### src/rtl/rob_core.sv
module rob_core #(
  parameter int DEPTH = 16,
  parameter int PC_W = 32,
  parameter int DATA_W = 32,
  parameter int AREG_W = 5,
  parameter int INSN_BYTES = 4,
  parameter logic [PC_W-1:0] TRAP_VEC = 32'h0000_0080,
  localparam int TAG_W = $clog2(DEPTH),
  localparam int CNT_W = $clog2(DEPTH + 1)
) (
  input  logic              clk,
  input  logic              rst_n,
  input  logic              disp_valid,
  input  logic [1:0]        disp_kind,
  input  logic [AREG_W-1:0] disp_dest,
  input  logic [PC_W-1:0]   disp_pc,
  input  logic [PC_W-1:0]   disp_offset,
  output logic              disp_ready,
  output logic [TAG_W-1:0]  disp_tag,
  output logic              disp_pred_taken,
  input  logic              cmp_valid,
  input  logic [TAG_W-1:0]  cmp_tag,
  input  logic [DATA_W-1:0] cmp_result,
  input  logic              cmp_taken,
  input  logic              cmp_fault,
  output logic              ret_valid,
  output logic [TAG_W-1:0]  ret_tag,
  output logic [1:0]        ret_kind,
  output logic [AREG_W-1:0] ret_dest,
  output logic [DATA_W-1:0] ret_result,
  output logic              ret_store,
  output logic              flush,
  output logic [PC_W-1:0]   redirect_pc,
  output logic              halted
);
  localparam logic [1:0] K_STORE = 2'd1, K_BRANCH = 2'd2, K_HALT = 2'd3;
  localparam logic [CNT_W-1:0] FULL = CNT_W'(DEPTH);
  localparam logic [TAG_W-1:0] ONE = TAG_W'(1);

  logic [TAG_W-1:0]  head, tail;
  logic [CNT_W-1:0]  count;
  logic [DEPTH-1:0]  vld, done, bad, mis, pred;
  logic [1:0]        kind   [DEPTH];
  logic [AREG_W-1:0] dest   [DEPTH];
  logic [DATA_W-1:0] result [DEPTH];
  logic [PC_W-1:0]   alt_pc [DEPTH];

  logic head_ready, acc, cmp_fire;

  assign disp_pred_taken = disp_offset[PC_W-1];
  assign disp_ready      = (count != FULL) && !halted;
  assign disp_tag        = tail;
  assign head_ready      = vld[head] && done[head] && !halted;
  assign flush           = head_ready && (bad[head] || mis[head]);
  assign ret_valid       = head_ready && !bad[head];
  assign acc             = disp_valid && disp_ready && !flush;
  assign cmp_fire        = cmp_valid && vld[cmp_tag] && !done[cmp_tag];
  assign ret_tag         = head;
  assign ret_kind        = kind[head];
  assign ret_dest        = dest[head];
  assign ret_result      = result[head];
  assign ret_store       = ret_valid && (kind[head] == K_STORE);
  assign redirect_pc     = bad[head] ? TRAP_VEC : alt_pc[head];

  always_ff @(posedge clk) begin
    if (acc) begin
      kind[tail]   <= disp_kind;
      dest[tail]   <= disp_dest;
      alt_pc[tail] <= disp_pred_taken ? disp_pc + PC_W'(INSN_BYTES)
                                      : disp_pc + disp_offset;
    end
    if (cmp_fire) result[cmp_tag] <= cmp_result;
  end

  always_ff @(posedge clk) begin
    if (!rst_n) begin
      head   <= '0;
      tail   <= '0;
      count  <= '0;
      vld    <= '0;
      done   <= '0;
      bad    <= '0;
      mis    <= '0;
      pred   <= '0;
      halted <= 1'b0;
    end else begin
      if (cmp_fire) begin
        done[cmp_tag] <= 1'b1;
        bad[cmp_tag]  <= cmp_fault;
        mis[cmp_tag]  <= (kind[cmp_tag] == K_BRANCH) && (cmp_taken != pred[cmp_tag]);
      end
      if (flush) begin
        vld   <= '0;
        count <= '0;
        if (bad[head]) begin
          tail <= head;
        end else begin
          head <= head + ONE;
          tail <= head + ONE;
        end
      end else begin
        if (ret_valid) begin
          vld[head] <= 1'b0;
          head      <= head + ONE;
          if (kind[head] == K_HALT) halted <= 1'b1;
        end
        if (acc) begin
          vld[tail]  <= 1'b1;
          done[tail] <= (disp_kind == K_HALT);
          bad[tail]  <= 1'b0;
          mis[tail]  <= 1'b0;
          pred[tail] <= disp_pred_taken;
          tail       <= tail + ONE;
        end
        count <= count + CNT_W'(acc) - CNT_W'(ret_valid);
      end
    end
  end

  assert_count_bound_R2: assert property (@(posedge clk) disable iff (!rst_n)
    count <= FULL);
  assert_full_holds_tail_R2: assert property (@(posedge clk) disable iff (!rst_n)
    (count == FULL && !flush) |=> tail == $past(tail));
  assert_head_steps_R3: assert property (@(posedge clk) disable iff (!rst_n)
    (ret_valid && !flush) |=> head == TAG_W'($past(head) + ONE));
  assert_flush_empties_R6: assert property (@(posedge clk) disable iff (!rst_n)
    flush |=> (count == '0) && !ret_valid);
  assert_halt_sticky_R9: assert property (@(posedge clk) disable iff (!rst_n)
    halted |=> halted && !ret_valid && !disp_ready);
endmodule

### config.mk
export PLATFORM = sky130hd
export DESIGN_NAME = rob_core
export DESIGN_NICKNAME = d
export VERILOG_FILES = /design/src/rtl/rob_core.sv
export SDC_FILE = /design/constraint.sdc
export NUM_CORES = 1
export LEC_CHECK = 0
export ABC_CLOCK_PERIOD_IN_PS = 11400
export BUFFER_PORTS_ARGS = -buffer_cell sky130_fd_sc_hd__buf_2
export CAP_MARGIN = 20
export CORE_MARGIN = 2
export CORE_UTILIZATION = 40
export DETAILED_ROUTE_END_ITERATION = 7
export GPL_ROUTABILITY_DRIVEN = 0
export HOLD_SLACK_MARGIN = 0.1
export PLACE_DENSITY = 0.57
export SETUP_SLACK_MARGIN = 0.4
export SYNTH_ARGS = -nofsm -noshare
export SYNTH_HDL_FRONTEND = slang
export SYNTH_SLANG_ARGS = --single-unit
### constraint.sdc
create_clock -name clk -period 11.4 [get_ports clk]
set_clock_uncertainty 0.2 [all_clocks]
set_input_delay 2.28 -clock clk [delete_from_list [all_inputs] [get_ports clk]]
set_output_delay 2.28 -clock clk [all_outputs]
set_load 0.005 [all_outputs]
==> impl_metrics.env <==
export IMPL_die_x_um=360
export IMPL_postRouteAntennaNets=0
export IMPL_synth_cell_types=71
export IMPL_drt_iter0_markers=2513
export IMPL_area_delta_synth_final_pct=14.7
export IMPL_final_core_utilization_pct=46.2
export IMPL_grt_pass1_vias=26764
export IMPL_cts_root_buf="clkbuf_16"
export IMPL_drc=0
export IMPL_post_cts_buffers=0
export IMPL_vias=25800
export IMPL_relSlewSlack_pct=28.7
export IMPL_start_util_pct=40.3
export IMPL_tritoncts="built"
export IMPL_cp_data_arrival_time_ps=4510
export IMPL_setup_violations_final=0
export IMPL_synth_ff_type="edfxtp_1"
export IMPL_ys_seq_elements=1234
export IMPL_required_ps=8920
export IMPL_antenna_found_initial=14
export IMPL_finalHoldViolCount=0
export IMPL_path_clk_slew_ps=60
export IMPL_core_area_sq_um=126000
export IMPL_portBuffers=197
export IMPL_rr_startpoint="ret_tag[0]"
export IMPL_crit_path_end_kind="output port"
export IMPL_syn_num_nets=2707
export IMPL_ctsHtreeMaxLevel=4
export IMPL_final_nets=2983
export IMPL_hold_depth=2
export IMPL_status="complete, no violations"
export IMPL_die_h_um=360
export IMPL_crit_end="flush"
export IMPL_synth_top_area_share_pct=67.5
export IMPL_reg2reg_to="count[4]"
export IMPL_yosys_warnings=0
export IMPL_clock_path_buffers=3
export IMPL_min_path_type="reg -> reg"
export IMPL_vias_per_cell=5.63
export IMPL_avgSynthCellArea_sq_um=19.9
export IMPL_layout_cells_most_common="edfxtp_1"
export IMPL_hpwl_um=65200
export IMPL_cts_buffers=131
export IMPL_syn_area_sq_um=50600
export IMPL_ir_drop_mv=0.110
export IMPL_critPathMaxFanout=38
export IMPL_r2r_slack_ps=5870
export IMPL_rsz0062_at_grt="no"
export IMPL_syn_inst=2546
export IMPL_layout_common_cells="1136 x edfxtp_1, 369 x mux4_2, 199 x buf_2"
export IMPL_fmax_ghz=0.143
export IMPL_synth_top_area_cell="edfxtp_1"
export IMPL_cts_sink_count=1234
export IMPL_async_flop_share_pct=0
export IMPL_grt_pass1_wl_um=180000
export IMPL_tightest_slew_ps=1070
export IMPL_slew_viol_final=0
export IMPL_power_total_mw=10.0
export IMPL_pwr_density_cell_nw_per_um2=173
export IMPL_synth_area_leaders="edfxtp_1 67%, mux4_2 16%, dfxtp_1 3.9%"
export IMPL_crit_type="reg -> out"
export IMPL_finalCritPeriodShare_pct=61.3
export IMPL_p_leak_nw=18.5
export IMPL_worstHoldStart="pred[8]"
export IMPL_grt_usage_pct=18.8
export IMPL_critical_path_startpoint_type="register"
export IMPL_reg2regPathDepth=17
export IMPL_num_rows=130
export IMPL_gr_total_overflow=0
export IMPL_routed_wl_um=122000
export IMPL_ios=198
export IMPL_fin_setup_tns_ps=0
export IMPL_fillCellCount=10541
export IMPL_cts_resized=0
export IMPL_synth_edf_count=1136
export IMPL_yosysSeqAreaShare_pct=71.4
export IMPL_dr_pass1_iters=7
export IMPL_clk_insertion_delay_late_ps=720
export IMPL_cap_violations=0
export IMPL_layout_drive_gt1_share_pct=31.1
export IMPL_critPathLaunch="ret_tag[0]"
export IMPL_hold_buffers=0
export IMPL_avgRoutedWirePerCell_um=26.6
export IMPL_final_min_clock_period_ps=6990
export IMPL_grt_start_max_net_pins=110
export IMPL_dieArea_sq_um=129000
kinds of logic after synthesis:
group | count (synthesis) | synth area share, %
flip-flops | 1234 | 71.4
multiplexers | 430 | 17.9
AND/OR/NAND/NOR | 355 | 3.94
AO/OA/AOI/OAI | 222 | 2.85
buffers and inverters | 190 | 1.59
XOR/XNOR | 67 | 1.16
adder cells (fa/ha/maj) | 48 | 1.22
per-stage QoR:
step / hold slack (ps) / area (sq um) / setup slack [ps] / instances
2_1_floorplan: 235 / 50600 / 4630 / 2546
3_3_place_gp: 244 / 53700 / 5160 / 4327
3_5_place_dp: 255 / 53700 / 5100 / 4332
4_1_cts: 263 / 57900 / 4330 / 4571
5_1_grt: 286 / 58000 / 4130 / 4579
6_report: 265 / 58000 / 4410 / 4580
sequential cells by signal (all words and copies together) (netlist names), named ones only:
name      count
disp_tag      4
count         5
bad          16
result      512
ret_tag       4
mis          16
halted        1
pred         16
done         16
alt_pc      512
vld          16
kind         32
dest         80
worst max-delay path: stages (launching register included):
cell      delay (ps)
dfxtp_1          920
mux4_2           590
nor2b_1          140
a211oi_1         380
a31oi_4           50
buf_4            380
or2_1            330
nand2_2          740
inv_1             70
buf_2            160
synthesized netlist by cell type, types with 18 or more instances:
library cell / count
a21oi_1: 58
and3_1: 22
buf_1: 34
buf_2: 21
clkbuf_1: 73
dfxtp_1: 98
edfxtp_1: 1136
ha_1: 46
inv_1: 54
mux2_2: 18
mux2i_1: 37
mux4_2: 369
nand2_1: 121
nand3_1: 21
nor2_1: 68
nor2b_1: 39
o21ai_0: 72
xnor2_1: 33
xor2_1: 34
where the power goes:
group / internal [mW] / switching, mW
clock network: 2.40 / 1.72
registers: 5.10 / 0.0335
logic: 0.323 / 0.472
worst min-delay path by stage:
stage / endpoint
after floorplan: pred[10]
after global placement: pred[11]
after detailed placement: pred[3]
after CTS: pred[3]
after global routing: pred[10]
final: pred[8]
layout make-up:
class | count | area [sq um] | area share [%]
diodes | 2 | 5.00 | 0.00863
clock buffers | 171 | 3570 | 6.16
clock inverters | 68 | 596 | 1.03
inverters | 55 | 206 | 0.356
multi-input cells | 1122 | 13800 | 23.8
flip-flops and latches | 1234 | 36100 | 62.2
well taps | 1650 | 2060 | 3.56
repair buffers | 278 | 1650 | 2.84
layer usage:
| metal | vias to the layer above | track usage, % | part of all wire, % |
|---|---|---|---|
| met2 | 795 | 32.5 | 51 |
| met3 | 212 | 3.16 | 5.1 |
| met5 | - | 0 | 0.036 |
| met1 | 13740 | 24.6 | 41 |
| li1 | 11045 | - | - |
| met4 | 8 | 5.15 | 2.2 |
(Power assumes the default switching activity.)
